--- src/rtl/quad_pwm_pkg.sv ---
package quad_pwm_pkg;
  localparam int QP_NCH = 4;
  localparam int QP_AW = 3;
  localparam logic [QP_AW-1:0] QP_ADDR_CFG = 3'd4;
  localparam int QP_BIT_EN = 0;
  localparam int QP_BIT_ZC = 1;
  localparam int QP_BIT_PAIR = 2;
  localparam int QP_CFG_W = QP_BIT_PAIR + QP_NCH;
endpackage

--- src/rtl/qp_regs.sv ---
module qp_regs
  import quad_pwm_pkg::*;
#(
  parameter int CW = 16
) (
  input  logic                         clk,
  input  logic                         rst_n,
  input  logic                         wr_en,
  input  logic [QP_AW-1:0]             wr_addr,
  input  logic [CW-1:0]                wr_data,
  output logic                         en,
  output logic                         zc,
  output logic [QP_NCH-1:0]            pair,
  output logic [QP_NCH-1:0][CW-1:0]    shadow
);
  // configuration word
  always_ff @(posedge clk or negedge rst_n) begin
    if (!rst_n) begin
      en   <= 1'b0;
      zc   <= 1'b0;
      pair <= '0;
    end else if (wr_en && wr_addr == QP_ADDR_CFG) begin
      en   <= wr_data[QP_BIT_EN];
      zc   <= wr_data[QP_BIT_ZC];
      pair <= wr_data[QP_BIT_PAIR +: QP_NCH];
    end
  end

  // buffered compare values, copied to the active set at period ends
  always_ff @(posedge clk or negedge rst_n) begin
    if (!rst_n) begin
      shadow <= '0;
    end else if (wr_en) begin
      for (int i = 0; i < QP_NCH; i++) begin
        if (wr_addr == QP_AW'(i)) shadow[i] <= wr_data;
      end
    end
  end
endmodule

--- src/rtl/qp_counter.sv ---
module qp_counter
  import quad_pwm_pkg::*;
#(
  parameter int CW = 16
) (
  input  logic                         clk,
  input  logic                         rst_n,
  input  logic                         en,
  input  logic                         zc,
  input  logic [QP_NCH-1:0][CW-1:0]    shadow,
  output logic [CW-1:0]                cnt,
  output logic [QP_NCH-1:0][CW-1:0]    act,
  output logic                         pend
);
  localparam logic [CW-1:0] CNT_MAX = '1;

  // period end: overflow, or channel 0 match in zero-compare mode.
  // ">=" keeps a compare of zero (or a mode switch mid-period) from stalling.
  always_comb begin
    pend = en && ((zc && cnt >= act[0]) || cnt == CNT_MAX);
  end

  always_ff @(posedge clk or negedge rst_n) begin
    if (!rst_n) begin
      cnt <= '0;
      act <= '0;
    end else if (!en || pend) begin
      cnt <= '0;
      act <= shadow;
    end else begin
      cnt <= cnt + 1'b1;
    end
  end
endmodule

--- src/rtl/qp_channel.sv ---
module qp_channel #(
  parameter int CW = 16
) (
  input  logic          en,
  input  logic          blank,
  input  logic          pair,
  input  logic [CW-1:0] cnt,
  input  logic [CW-1:0] own,
  input  logic [CW-1:0] nxt,
  output logic          o
);
  logic hit_own;
  logic hit_nxt;
  logic window;

  always_comb begin
    hit_own = cnt >= own;
    hit_nxt = cnt >= nxt;
    window  = pair ? (hit_own && !hit_nxt) : hit_own;
    o       = en && !blank && window;
  end
endmodule

--- src/rtl/quad_pwm.sv ---
module quad_pwm
  import quad_pwm_pkg::*;
#(
  parameter int CW = 16
) (
  input  logic              clk,
  input  logic              rst_n,
  input  logic              wr_en,
  input  logic [2:0]        wr_addr,
  input  logic [CW-1:0]     wr_data,
  output logic [3:0]        pwm_out
);
  logic                        cfg_en;
  logic                        cfg_zc;
  logic [QP_NCH-1:0]           cfg_pair;
  logic [QP_NCH-1:0][CW-1:0]   shadow;
  logic [QP_NCH-1:0][CW-1:0]   act;
  logic [CW-1:0]               cnt;
  logic                        pend;

  qp_regs #(.CW(CW)) u_regs (
    .clk     (clk),
    .rst_n   (rst_n),
    .wr_en   (wr_en),
    .wr_addr (wr_addr),
    .wr_data (wr_data),
    .en      (cfg_en),
    .zc      (cfg_zc),
    .pair    (cfg_pair),
    .shadow  (shadow)
  );

  qp_counter #(.CW(CW)) u_cnt (
    .clk    (clk),
    .rst_n  (rst_n),
    .en     (cfg_en),
    .zc     (cfg_zc),
    .shadow (shadow),
    .cnt    (cnt),
    .act    (act),
    .pend   (pend)
  );

  for (genvar i = 0; i < QP_NCH; i++) begin : g_ch
    localparam int NXT = (i + 1) % QP_NCH;
    logic blank;
    if (i == 0) begin : g_src
      assign blank = cfg_zc;
    end else begin : g_plain
      assign blank = 1'b0;
    end
    qp_channel #(.CW(CW)) u_ch (
      .en    (cfg_en),
      .blank (blank),
      .pair  (cfg_pair[i]),
      .cnt   (cnt),
      .own   (act[i]),
      .nxt   (act[NXT]),
      .o     (pwm_out[i])
    );
  end
endmodule

--- config.mk ---
export PLATFORM = sky130hd
export DESIGN_NAME = quad_pwm
export DESIGN_NICKNAME = d
export VERILOG_FILES = /design/src/rtl/quad_pwm_pkg.sv /design/src/rtl/qp_regs.sv /design/src/rtl/qp_counter.sv /design/src/rtl/qp_channel.sv /design/src/rtl/quad_pwm.sv
export SDC_FILE = /design/constraint.sdc
export NUM_CORES = 1
export LEC_CHECK = 0
export CAP_MARGIN = 20
export CORE_ASPECT_RATIO = 0.5
export CORE_MARGIN = 8
export CORE_UTILIZATION = 60
export CTS_CLUSTER_DIAMETER = 200
export CTS_CLUSTER_SIZE = 30
export DETAILED_ROUTE_END_ITERATION = 16
export PLACE_DENSITY_LB_ADDON = 0.2
export SYNTH_ARGS = -nofsm -noshare
export SYNTH_HDL_FRONTEND = slang
export SYNTH_HIERARCHICAL = 1
export SYNTH_SLANG_ARGS = --single-unit
--- constraint.sdc ---
create_clock -name clk -period 6.2 [get_ports clk]
set_clock_uncertainty 0.2 [all_clocks]
set_input_delay 0.62 -clock clk [delete_from_list [all_inputs] [get_ports clk]]
set_output_delay 0.62 -clock clk [all_outputs]
set_load 0.01 [all_outputs]
# Yosys cells after proc, flatten, opt, wreduce, memory -nomap -nowiden
# Cells that the tools add are included.
[totals]
latchBits = 0
inputBits = 22
elab_cells = 52
mem_bits_rw = 0
regBits = 150
romBits = 0
mem_count = 0
output_inout_bits = 4
[classes]
add_sub_neg = 1
mul = 0
n_reduce_logical = 25
div = 0
mux = 5
bitwise_logic = 0
n_eq_ne = 5
magnitude_cmp = 4
shifts = 0
[op_table]
columns = ["operator", "n"]
rows = [
  ["$ge A16 B16 Y1", 4],
  ["$add A16 B1 Y16 const B", 1],
  ["$eq A16 B16 Y1 const B", 1],
  ["$mux W16", 1],
  ["$logic_and A1 B1 Y1", 12],
  ["$reduce_and A2 Y1", 4],
  ["$eq A3 B2 Y1 const B", 2],
  ["$logic_not A1 Y1", 6],
  ["$mux W1", 4],
  ["$eq A3 B1 Y1 const B", 1],
  ["$eq A3 B3 Y1 const B", 1],
  ["$logic_not A3 Y1", 1],
  ["$logic_or A1 B1 Y1", 2],
]

# Depth between registers and ports, before layout
# Gate-level depths: netlist of run 1.
[depth]
ltp_word = 6
ltp_mapped = 9

# Modules after synthesis
# The synthesis of run 1 kept the hierarchy.
[modules_own_cells]
columns = ["module", "n_inst", "area_per_inst_um2", "cells_per_inst", "seq_area_each_um2"]
rows = [
  ["qp_counter", 1, 3582.2, 267, 2001.9],
  ["qp_regs", 1, 2690.1, 152, 1751.7],
  ["qp_channel at g_ch[0].u_ch ...", 3, 794.5, 112, 0.0],
  ["qp_channel at g_ch[2].u_ch", 1, 819.5, 110, 0.0],
  ["quad_pwm", 1, 3.8, 1, 0.0],
]

# Worst setup path before layout of run 1
# No wires, ideal clock.
[synth_path]
path_type = "reg-to-reg"
from = "reg u_cnt.cnt[0]"
to = "reg u_cnt/act[15] in the netlist's numbering"
required_ps = 5875
synth_period_minus_slack_ps = 2842
path_slack_ps = 3358
arrival_time_ps = 2517
setup_ps = 125
stages_incl_launch_ff = 10
path_buffers = 1
path_cell_list = "dfrtp_1 inv_1 ha_1 nand2b_1 a2111oi_0 nand3b_1 nand4_1 a211oi_4 buf_6 mux2_2"
[synth_via]
elab_chain_len = 5
elab_cells_between_ends = 6
classes_between = "order compare (1); eq/ne (1); reduce/logical (4)"
[synth_lines]
columns = ["item", "line", "text"]
rows = [
  ["start, declared", "qp_counter.sv:11", "output logic [CW-1:0] cnt,"],
  ["start signal, assigned", "qp_counter.sv:31", "cnt <= cnt + 1'b1;"],
  ["$ge A16 B16 Y1", "qp_counter.sv:20", "pend = en && ((zc && cnt >= act[0]) || cnt == CNT_MAX);"],
  ["$logic_and A1 B1 Y1", "qp_counter.sv:20", ""],
  ["$logic_or A1 B1 Y1 (*)", "qp_counter.sv:20", ""],
  ["$logic_and A1 B1 Y1 (*)", "qp_counter.sv:20", ""],
  ["$logic_or A1 B1 Y1 (*)", "qp_counter.sv:27", "end else if (!en || pend) begin"],
  ["end signal, assigned", "qp_counter.sv:29", "act <= shadow;"],
  ["end, declared", "qp_counter.sv:12", "output logic [QP_NCH-1:0][CW-1:0] act,"],
]
# Mark *: on every way between the ends. The rest lies on a longest branch, timed or not.
# A chain may end at the register's enable or synchronous reset.

# Worst setup path after layout of run 1
[layout_path]
from = "reg u_cnt.cnt[9]"
to = "out pwm_out[2]"
[layout_via]
elab_chain_len = 5
elab_cells_between_ends = 6
classes_between = "order compare (2); mux (1); reduce/logical (3)"
[layout_lines]
columns = ["item", "line", "text"]
rows = [
  ["$ge A16 B16 Y1", "qp_channel.sv:18", "hit_nxt = cnt >= nxt;"],
  ["$logic_not A1 Y1", "qp_channel.sv:19", "window = pair ? (hit_own && !hit_nxt) : hit_own;"],
  ["$logic_and A1 B1 Y1", "qp_channel.sv:19", ""],
  ["$mux W1 (*)", "qp_channel.sv:19", ""],
  ["$logic_and A1 B1 Y1 (*)", "qp_channel.sv:20", "o = en && !blank && window;"],
  ["end, declared", "quad_pwm.sv:11", "output logic [3:0] pwm_out"],
]
# Marks and branches as above.

==> results of run 1 <==
## power breakdown
group / internal, W / switching (W)
registers: 0.00126 / 0.000275
logic: 0.000554 / 0.000590
clock network: 0.000574 / 0.000448
## final timing paths
check                             startpoint                 to  slack, ps  depth (start not counted)
max in group asynchronous              rst_n  u_regs/shadow[58]       4470                          2
setup reg to reg                u_cnt/cnt[9]      u_cnt/act[63]       2860                          8
hold / removal                         rst_n  u_regs/shadow[18]         60                          1
min in group clk           u_regs/shadow[10]      u_cnt/act[10]        280                          1
setup / recovery                u_cnt/cnt[9]         pwm_out[2]       2260                          7
hold reg to reg            u_regs/shadow[10]      u_cnt/act[10]        280                          1
## sequential cells by signal (all words and copies together) (netlist names)
name           count
u_regs/pair        4
u_cnt/cnt         16
u_regs/shadow     64
u_regs/en          1
u_regs/zc          1
u_cnt/act         64
## cells in the final DEF (no fill, tap or decap), types with 2 or more instances in the layout
cell,instances
clkdlybuf4s50_1,24
a21oi_1,49
nand3_1,18
o311ai_0,3
nor3b_2,3
o21ai_0,21
xnor2_1,10
and3_1,3
and4_2,2
o31ai_2,3
dfrtp_1,150
clkinvlp_4,3
buf_4,4
ha_1,145
a21o_1,5
and4bb_2,3
clkinv_4,3
xor2_1,4
inv_8,2
and2_1,16
a2111oi_0,2
a221oi_1,4
inv_6,4
o21ai_1,3
nor3_1,10
nor2b_1,2
nand2b_1,5
inv_1,144
and4_1,6
conb_1,3
o311a_1,3
nand2_1,40
mux2_2,129
a21oi_2,6
a221o_1,3
mux2_1,5
nand4_1,14
clkbuf_16,17
nor2_1,24
## through the flow
step / utilization [%] / std cells / power, W / hold slack (ps)
finish: 67.7 / 1116 / 0.00370 / 63.2
global route: 67.7 / 1116 / 0.00396 / 138
CTS: 67.7 / 1116 / 0.00371 / 91.7
detailed placement: 64.0 / 1084 / 0.00266 / 270
global placement: 64.0 / 1084 / 0.00259 / 260
floorplan: - / 866 / 0.00230 / 124
## per-layer routing
layer	vias to the layer above	GRT usage [%]
met5	-	0
met4	0	7.43
met3	30	4.67
met2	158	31.1
met1	3225	33.7
li1	3081	-
## worst reg2reg max path, cell delays in order, from the launching register on
cell,delay (ps)
dfrtp_1,630
ha_1,340
a21oi_1,240
nor3_1,90
nor3_1,220
nand4_1,180
a211oi_4,280
buf_4,600
mux2_2,440
## cell type report
cell class | instances | area share (%)
multi-input cells | 557 | 48.2
well taps | 204 | 2.45
clock buffers | 18 | 4.21
repair buffers | 29 | 2.70
inverters | 144 | 5.18
flip-flops and latches | 150 | 36.0
clock inverters | 14 | 1.35
==> results by stage, run 1 <==
Die:
- Measured along the y axis, the die boundary spans 105 um.
- The full die area is 20,300 sq um.
- The width of the chip is 194 um.
- The floorplan step defined a core boundary enclosing 15,400 sq um.
- The floorplan has 32 rows.
- The total I/O pin count is 26.
- The effective utilization at floorplan is 61.4%.

Critical path:
- The signal on the critical path passes through ha_1 > a21oi_1 > o21ai_0 > a21oi_1 > o2111ai_1 > a221oi_2 > clkdlybuf4s50_1.
- The biggest cell delay along the critical path is 630 ps.
- The number of buffers and inverters on the critical path is 1.
- The dominant delay contributor by cell family on the critical path is compound AO/OA/AOI/OAI gates.
- The critical path's most frequent cell is a21oi_1.
- The type of origin of the critical path is a flop.
- The worst setup path is captured at an output port.
- The kind of critical path is reg2out.
- The worst path required time is 5380 ps.
- Of all nets on the critical path, the largest fanout is 11.
- The cell with the largest stage delay on the worst path is dfrtp_1.
- STA puts the critical path data arrival time at 3120 ps.

Routing:
- After detailed routing, the number of vias per cell comes to 5.82.
- In the detailed route, the total length drawn on met3 is 1.30 mm.
- In the final routed layout, each cell accounts on average for 19.7 um.
- Before antenna repair, the detailed router went through 4 iterations.
- In the detailed route, the total length drawn on met2 is 8.85 mm.
- The highest metal layer carrying signal wires in the routed design is met4.
- The detailed router finished its first iteration with 445 violations.
- The met1 wire length is 11.4 mm.
- The total wire length after detailed routing is 22.0 mm.
- The number of vias in the routed layout is 6,494.
- For this run, design rule violations remaining after detail routing come to 0.
- The count of nets left with antenna violations once routing finished came out at 0.

Cells and area:
- The total inserted antenna cells is 0.
- The area overhead of the layout relative to synthesis is 10.2%.
- The area taken by flip-flops and latches is 3750 sq um.
- After filler insertion, the fill cell instance count of the layout stands at 1,159.
- The final layout contains 1,066 nets.
- The finished cells cover 10,400 sq um.
- The post-route netlist has 20.8% of its cells at a drive strength greater than 1.
- The multi-input gate area in the final layout is 5030 sq um.

Synthesis:
- The count of mapped cells out of synthesis is 864.
- The count of synthesis-stage warnings from yosys is 6.
- The post-synthesis cell area is 9470 sq um.
- Each instance of the synthesized netlist takes up on average 11.0 sq um.

STA:
- The number of max-slew violations in the final report is 0.
- For the pin with the worst max-slew slack, the measured transition is 905 ps.
- The final hold violation count is 0.
- The final worst-path cycle share is 63.6%.
- The final worst setup slack is 2260 ps.
- Based on the critical path, the design can be clocked at up to 254 MHz.
- Measured against its own limit, the worst slew margin works out to 39.4%.
- The number of endpoints failing setup at the final stage is 0.
- The sum of negative setup slack is 0 ps.
- Setup repair after global routing left no endpoint under its margin.
- The worst path in the final design needs a cycle of 3940 ps, including I/O delays and setup.

Place:
- During placement, the flow inserted port buffers numbering 25.
- Summed over all nets, the half-perimeter wirelength after detailed placement is 15.9 mm.
- The worst setup slack after placement is 2790 ps.
- The placement-stage cell area is 9860 sq um.
- The weighted congestion at the end of routability-driven global placement is 0.875.

Clock tree:
- The number of gates resized after CTS was 0.
- The TritonCTS clock tree is built.
- The hold buffer count at CTS is 0.
- At the later pin of the worst-skew pair, clock insertion delay measures 430 ps.
- The maximum clock insertion buffer count is 2.
- The register clock-pin slew on the reported worst setup and hold paths is 60 ps.
- The number of setup buffers added after CTS is 0.
- Counting the buffers created by CTS gives 17.
- Counting every sink on the clock net gives 150.
- The clock tree root driver cell is clkbuf_16.
- The H-tree was split into 4 levels.

Flow run:
- Max-cap violations in this run came to 0.

Global routing:
- Summed over all layers, the global routing overflow is 0.
- The number of antenna violations at the first check in global routing was 0.
- The number of global-route vias before repair came to 6,516.
- In the global route stage, overall resource usage came out at 22.3%.
- The first global-routing pass estimated 35.6 mm of wire.
- Entering global routing, the biggest net connects 93 pins.

Pwr:
- IR analysis of the VDD net gives a maximum drop of 0.000192 V.
- The analysis attributes to cell leakage a power of 5.30 nW.
- The areal power density over the cells is 354 nW/um^2.

Min path:
- The class of the worst hold path is in2async.

Outcome:
- The flow ran to the end, and the final reports show no timing, DRC or antenna violations.
No activity file was read; power rests on OpenSTA's default activity.
==> run 2: changes to the inputs <==
--- a/config.mk
+++ b/config.mk
@@ -8,7 +8,7 @@
 export CAP_MARGIN = 20
 export CORE_ASPECT_RATIO = 0.5
 export CORE_MARGIN = 8
-export CORE_UTILIZATION = 60
+export CORE_UTILIZATION = 57
 export CTS_CLUSTER_DIAMETER = 200
 export CTS_CLUSTER_SIZE = 30
 export DETAILED_ROUTE_END_ITERATION = 16
==> constraint.sdc (replaced) <==
create_clock -name clk -period 3.4 [get_ports clk]
set_clock_uncertainty 0.2 [all_clocks]
set_input_delay 0.34 -clock clk [delete_from_list [all_inputs] [get_ports clk]]
set_output_delay 0.34 -clock clk [all_outputs]
set_load 0.01 [all_outputs]
==> run 2 against run 1 <==
Count of clock-buffer cells in the layout grew 1. Sequential share of layout area shrank 1.0 points. Global-route usage shrank 0.56 points. Largest power group unchanged. Clock power grew 87%. Worst setup slack lost 2100 ps. Critical path depth grew 2. Combinational power grew 89%. Final area grew 3.5%. Total power grew 86%. Critical endpoint unchanged.
==> results by stage, run 2 (same netlist as run 1, synthesis figures left out) <==
Outcome:
- The run finished with clean final reports.

Critical path:
- The signal on the critical path passes through buf_4 > buf_4 > ha_1 > and4_2 > nand2_1 > or4_1 > o2111ai_1 > a221oi_2 > dlygate4sd2_1.
- The kind of critical path is reg2out.
- STA puts the critical path data required time at 2860 ps.
- Grouping stages by cell kind, the critical path spends the most delay in simple AND/OR/NAND/NOR gates.
- The cell that appears most often on the critical path is buf_4.
- The cell with the largest stage delay on the worst path is dfrtp_2.
- The biggest cell delay along the critical path is 430 ps.
- Of all nets on the critical path, the largest fanout is 4.
- The worst path arrival time is 2710 ps.
- The type of origin of the critical path is a flop.
- The worst setup path is captured at an output port.
- The number of buffers and inverters on the critical path is 3.

Pwr:
- The net switching power is 0.00245 W.
- The clock network power share is 27.9%.
- The switching share of power is 35.7%.
- The share of total power dissipated in combinational logic is 31.5%.
- The post-layout total power is 0.00686 W.
- The portion of total power attributed to sequential cells is 40.6%.
- The largest vdd supply drop is 0.000385 V.
- The internal cell power is 0.00441 W.
- Summed over all cells, the static leakage comes to 5.54 nW.
- For this design the ratio of total power to cell area is 635 nW/um^2.

Global routing:
- The first global-routing pass estimated 35.5 mm of wire.
- The final global-route overflow total is 0.
- Global routing used 33.2% of the available met1 tracks.
- The number of global-route vias before repair is 6,528.
- Global routing consumed, over all layers together, 21.8% of the routing resources.
- The fraction of met3 tracks used by global routing is 5.06%.
- The most heavily used metal layer in global routing is met1.
- The number of antenna violations at the first check in global routing is 0.
- Entering global routing, the biggest net connects 72 pins.
- The met2 demand-to-capacity share in global routing is 30.4%.

Cells and area:
- The multi-input gate area in the final layout is 5060 sq um.
- The filler cell count is 1,223.
- The area overhead of the layout relative to synthesis is 14.0%.
- The net count of the finished layout is 1,095.
- The library cell used most frequently in the layout, excluding fill and tap cells, is ha_1.
- The total inserted antenna cells is 0.
- In the layout the commonest cells are ha_1 (145), inv_1 (144), dfrtp_1 (136).
- Across the whole layout, storage elements account for 3770 sq um.
- The post-route netlist has 25.5% of its cells at a drive strength greater than 1.
- The largest registers in the layout are u_cnt/act (64), u_regs/shadow (64), u_cnt/cnt (16).
- The finished layout holds 1,168 standard cells, fillers aside.
- The final design utilization is 66.2%.

Clock tree:
- TritonCTS built the clock tree.
- Clock tree synthesis inserted a total of 17 buffers.
- The H-tree was split into 4 levels.
- The total number of clock tree sinks is 150.
- The clock tree root driver cell is clkbuf_16.
- Clock-pin slew was measured on the worst setup and hold paths at 70 ps.
- Clock latency on the worst-skew pair, taken at its later pin, is 430 ps.
- The maximum clock insertion buffer count is 2.

STA:
- Setup violations remaining at the end of the flow were counted as 0.
- Based on the critical path, the design can be clocked at up to 308 MHz.
- The final worst-path cycle share is 95.6%.
- The final hold violation count came to 0.
- The headroom to the max-slew limit is 51.6%.
- The final critical-path required period is 3250 ps.
- For the pin with the worst max-slew slack, the measured transition is 725 ps.
- The number of max-slew violations in the final report is 0.
- Setup repair after global routing left no endpoint under its margin.
- The sum of negative setup slack is 0 ps.

Die:
- During I/O placement, the number of pins put on the boundary was 26.
- The initialized floorplan defines 33 standard-cell rows.
- The full die area is 21,200 sq um.
- The effective utilization at floorplan is 58.1%.
- The die height is 107 um.
- The width of the chip is 198 um.
- The area of the placeable core is 16,300 sq um.

Place:
- The weighted congestion at the end of routability-driven global placement is 0.924.
- The total placed cells including tap cells is 1,122.
- The count of buffers inserted at the top-level ports is 25.
- Once detailed placement completed, the half-perimeter wirelength came to 16.3 mm.

Routing:
- After detailed routing, the number of vias per cell comes to 5.64.
- The number of detailed-route iterations in the first pass is 5.
- The detail-routed net length per standard cell is 19.2 um.
- The number of DRC markers in iteration 0 is 377.
- The total wire length after detailed routing is 22.4 mm.
- Summing over every cut layer, the via total after detailed routing is 6,589.
- The residual antenna-violating net count after detailed routing is 0.
- For this run, design rule violations remaining after detail routing come to 0.

Flow run:
- The number of maximum-capacitance constraint violations is 0.

Min path:
- The class of the worst hold path is in2async.
==> run 2: cell types whose count changed in the layout (fill, tap and decap cells not counted), sizes merged <==
cell           previous run  this run
buf                       5        32
dlygate4sd2               0         1
inv                     150       153
clkdlybuf4s50            24        20
clkinvlp                  3         1
clkbuf                   18        20
dlymetal6s2s              0         3
clkinv                    4         2
dlygate4sd3               0         1
==> run 2: final cells by class <==
cell class | instances | area share, %
clock buffer | 19 | 4.19
inverter | 144 | 5.01
timing repair buffer | 58 | 5.13
multi-input combinational | 557 | 46.9
sequential | 150 | 34.9
clock inverter | 13 | 1.25
tap | 227 | 2.63
==> run 2: metal layers <==
layer	vias up	part of all wire, %
met1	3305	53
met3	21	4.9
met5	-	0
li1	3128	-
met2	135	41
met4	0	1.3
==> run 2: timing repair <==
action                                  CTS  global route
hold buffers                              1             0
endpoints found under the hold margin    69             0
buffers inserted                          8             4
resized for setup                        16            13
cloned                                    0             1
endpoints found under the setup margin    4            44
pin swaps                                 1             4
==> run 2: final timing paths <==
kind,startpoint,endpoint,slack (ps),depth (start not counted)
max,u_cnt/cnt[7],pwm_out[2],150,9
max in group asynchronous,rst_n,u_cnt/cnt[11],1900,3
max reg2reg,u_cnt/cnt[0],u_cnt/act[20],160,10
min in group clk,u_regs/shadow[11],u_cnt/act[11],290,1
min reg2reg,u_regs/shadow[11],u_cnt/act[11],290,1
min,rst_n,u_regs/shadow[1],280,2
==> run 2: power groups by stage <==
stage	clock network [W]	registers, W	logic (W)
final	0.00191	0.00279	0.00216
after floorplan	0	0.00258	0.00160
after CTS	0.00194	0.00278	0.00211
after detailed placement	0	0.00280	0.00209
after global placement	0	0.00279	0.00200
after global routing	0.00202	0.00285	0.00244
==> run 2: stage by stage <==
stage	area [sq um]	hold slack [ps]	setup WS, ps
floorplan	9480	-156	586
detailed placement	10000	186	94.6
global route	10800	296	24.0
global placement	10000	183	110
finish	10800	284	150
CTS	10700	289	2.52
==> run 2: worst reg2reg max path, cell delays in order (launching register included) <==
cell	delay (ps)
dfrtp_2	470
inv_1	90
ha_1	270
nand2b_1	150
a2111oi_0	430
nand3b_1	210
nand4_1	230
a211oi_4	250
buf_4	190
buf_6	270
mux2_2	380
==> run 3: changes to the inputs <==
--- a/config.mk
+++ b/config.mk
@@ -8,10 +8,12 @@
 export CAP_MARGIN = 20
 export CORE_ASPECT_RATIO = 0.5
 export CORE_MARGIN = 8
-export CORE_UTILIZATION = 57
+export CORE_UTILIZATION = 45
+export CTS_BUF_LIST = sky130_fd_sc_hd__clkbuf_8
 export CTS_CLUSTER_DIAMETER = 200
 export CTS_CLUSTER_SIZE = 30
 export DETAILED_ROUTE_END_ITERATION = 16
+export GPL_TIMING_DRIVEN = 0
 export PLACE_DENSITY_LB_ADDON = 0.2
 export SYNTH_ARGS = -nofsm -noshare
 export SYNTH_HDL_FRONTEND = slang
==> run 3 against run 2 <==
Global-route usage shrank 2.8 points. Worst setup slack lost 69 ps. Wire length grew 7.9%. Utilization shrank 14 points. Register-to-register slack is essentially flat. Largest cell class unchanged. Highest routed layer unchanged.
==> results by stage, run 3 (same netlist as run 1, synthesis figures left out) <==
Cells and area:
- Leaving out fill and tap cells, the most frequent cells in the layout are ha_1 (145), inv_1 (144), dfrtp_1 (134).
- The leading cell type in the layout, fill and taps excluded is ha_1.
- The layout cell share with drive strength beyond 1 is 27.2%.
- In the final layout, the registers with the most flip-flops are u_cnt/act (64), u_regs/shadow (64), u_cnt/cnt (16).
- The total inserted antenna cells is 0.
- The area overhead of the layout relative to synthesis is 14.3%.
- The finished layout cell area is 10,800 sq um.
- Cells fill 52.6% of the core in the end.
- For this run, the post-layout net count is 1,112.
- The finished layout holds 1,231 standard cells, fillers aside.

Routing:
- The met2 routed wirelength is 10.3 mm.
- The first TritonRoute pass finished after 5 iterations.
- Signal routing reaches up to met4.
- After detailed routing, the met3 layer carries 1.48 mm of wire.
- The number of vias in the routed layout is 6,584.
- Dividing the detail-routed wire length by the instance count gives 19.7 um.
- The routed design has 24.2 mm of wire.
- After detailed routing, the number of remaining DRC violations is 0.
- The average vias per placed instance is 5.35.
- The residual antenna-violating net count after detailed routing is 0.
- The detailed router put a total of 12.0 mm of wire on met1.
- After the first detailed-routing iteration, the DRC count stood at 380.

STA:
- For the pin with the worst max-slew slack, the measured transition is 888 ps.
- The maximum frequency from static timing analysis is 301 MHz.
- Setup violations remaining at the end of the flow were counted as 0.
- The headroom to the max-slew limit is 40.5%.
- After layout, the worst path uses 97.6% of the clock period.
- The final critical-path required period is 3320 ps.
- The final hold violation count came to 0.
- The number of max-slew violations in the final report is 0.

Place:
- The count of buffers inserted at the top-level ports is 25.
- In this run the cell area measured after placement is 10,100 sq um.
- The number of placed instances, taps included, is 1,165.
- The weighted congestion at the end of routability-driven global placement is 0.851.
- The detailed placement HPWL is 17.7 mm.

Pwr:
- The logic gate share of total power is 34.5%.
- In this run switching power makes up 37.8% of total power.
- The clock network power share is 21.8%.
- The static leakage is 5.48 nW.
- The share of total power dissipated in sequential elements is 43.7%.
- The internal power of the cells totals 0.00396 W.
- The areal power density over the cells is 588 nW/um^2.
- VDD sags by at most 0.000237 V.
- Summed over all nets, the switching power comes to 0.00241 W.

Critical path:
- The worst setup path is of the reg2out kind.
- Data on the critical path is required at its endpoint by 2860 ps.
- At the worst endpoint, the arrival time is 2780 ps.
- For this run, the slowest stage of the critical path takes 470 ps.
- For flop-to-flop paths, the worst setup slack is 160 ps.
- The worst register-to-register path has a depth of 11.
- The cell with the largest stage delay on the worst path is dfrtp_2.
- The critical path goes through buf_4 > ha_1 > nand4_1 > a2111oi_2 > o21bai_1 > a221oi_4 > dlygate4sd2_1.
- The dominant delay contributor by cell family on the critical path is compound AO/OA/AOI/OAI gates.
- The worst reg2reg path startpoint is u_cnt/cnt[0].
- The depth of the critical timing path with buffers and inverters included is 7.
- The endpoint identified for the worst register-to-register timing path is u_cnt/act[63].
- The kind of end point of the critical path is an output port.
- The number of buffer and inverter instances along the worst setup path is 2.
- The worst setup path is launched from a flop.
- The destination of the critical timing path is pwm_out[2].
- Of all nets on the critical path, the largest fanout is 6.
- The critical path starts at u_cnt/cnt[7].

Min path:
- The tightest min-delay check is of the in2async type.

Clock tree:
- The number of H-tree branching levels is 4.
- Clock-pin slew was measured on the worst setup and hold paths at 100 ps.
- The worst-skew pair later-pin latency is 480 ps.
- For this design, the sink count on the clock tree is 150.
- The total CTS buffers is 17.
- The clock tree root driver cell is clkbuf_8.
- The clock passes through at most 2 buffers.
- TritonCTS built the clock tree.

Die:
- The area of the placeable core is 20,600 sq um.
- The die is 119 um tall.
- From left edge to right edge, the die measures 221 um.
- The effective utilization at floorplan is 46.0%.
- For this design the top-level I/O count stands at 26.
- In this run the core area contains 37 standard-cell rows.
- The die covers 26,200 sq um.

Global routing:
- The number of global-route vias before repair came to 6,762.
- The final global-route overflow total is 0.
- The overall routing resource usage is 19.0%.
- Entering global routing, the biggest net connects 96 pins.
- The global-route wire length before repair is 38.2 mm.
- The number of antenna violations at the first check in global routing is 0.

Outcome:
- The run finished with clean final reports.

Flow run:
- The number of maximum-capacitance constraint violations is 0.
-- run 3: cell types whose count changed in the layout (fill, tap and decap cells not counted), moves of 3 or more --
cell	change
buf_4	+5
clkbuf_8	+16
dlymetal6s2s_1	-3
buf_6	+9
dlygate4sd2_1	+3
clkbuf_16	-18
-- run 3: worst reg2reg max path, stage by stage, from the launching register on --
cell	delay, ps
dfrtp_2	450
buf_4	170
inv_1	70
ha_1	220
nand2b_1	150
a2111oi_0	390
nand3b_1	200
nand4_1	190
a211oi_4	310
buf_4	210
buf_6	220
mux2_2	370
-- run 3: metal layers --
metal	vias to the layer above	global-route usage [%]
met5	-	0
met1	3272	26.6
met3	27	4.37
li1	3154	-
met4	0	6.89
met2	131	28.2
-- run 3: through the flow --
| step | setup TNS [ps] | setup WS (ps) | hold slack (ps) | total power (W) |
|---|---|---|---|---|
| 2_1_floorplan | 0 | 586 | -156 | 0.00419 |
| 3_3_place_gp | -635200 | -4250 | 260 | 0.00477 |
| 3_5_place_dp | 0 | 45.3 | 132 | 0.00492 |
| 4_1_cts | 0 | 28.6 | 162 | 0.00638 |
| 5_1_grt | -32.8 | -32.8 | 222 | 0.00686 |
| 6_report | 0 | 81.3 | 175 | 0.00637 |
-- run 3: layout make-up --
type	count	area, sq um
Buffer	15	156
Clock buffer	18	248
Clock inverter	14	138
Fill cell	1770	9770
Inverter	144	541
Multi-Input combinational cell	557	5100
Sequential cell	150	3770
Tap cell	273	342
Timing Repair Buffer	60	532
-- run 3: worst min path at each step --
stage / start / to / slack, ps
after global placement: u_regs/shadow[11] / u_cnt/act[11] / 260
after global routing: rst_n / u_cnt/act[3] / 220
after detailed placement: rst_n / u_cnt/act[52] / 130
after floorplan: rst_n / u_cnt/act[0] / -160
after CTS: rst_n / u_cnt/act[3] / 160
final: rst_n / u_cnt/act[3] / 170
-- run 3: power by group through the flow --
stage	clock network [W]	registers, W	logic, W
6_report	0.00139	0.00278	0.00220
5_1_grt	0.00151	0.00286	0.00249
4_1_cts	0.00143	0.00278	0.00217
3_5_place_dp	0	0.00281	0.00211
3_3_place_gp	0	0.00279	0.00198
2_1_floorplan	0	0.00258	0.00160
-- run 3: timing repair --
action	CTS	global route
hold buffers	1	0
pin swaps	3	3
endpoints found under the hold margin	55	0
setup buffers	30	3
gates cloned	0	0
endpoints found under the setup margin	4	62
gates resized for setup	34	3
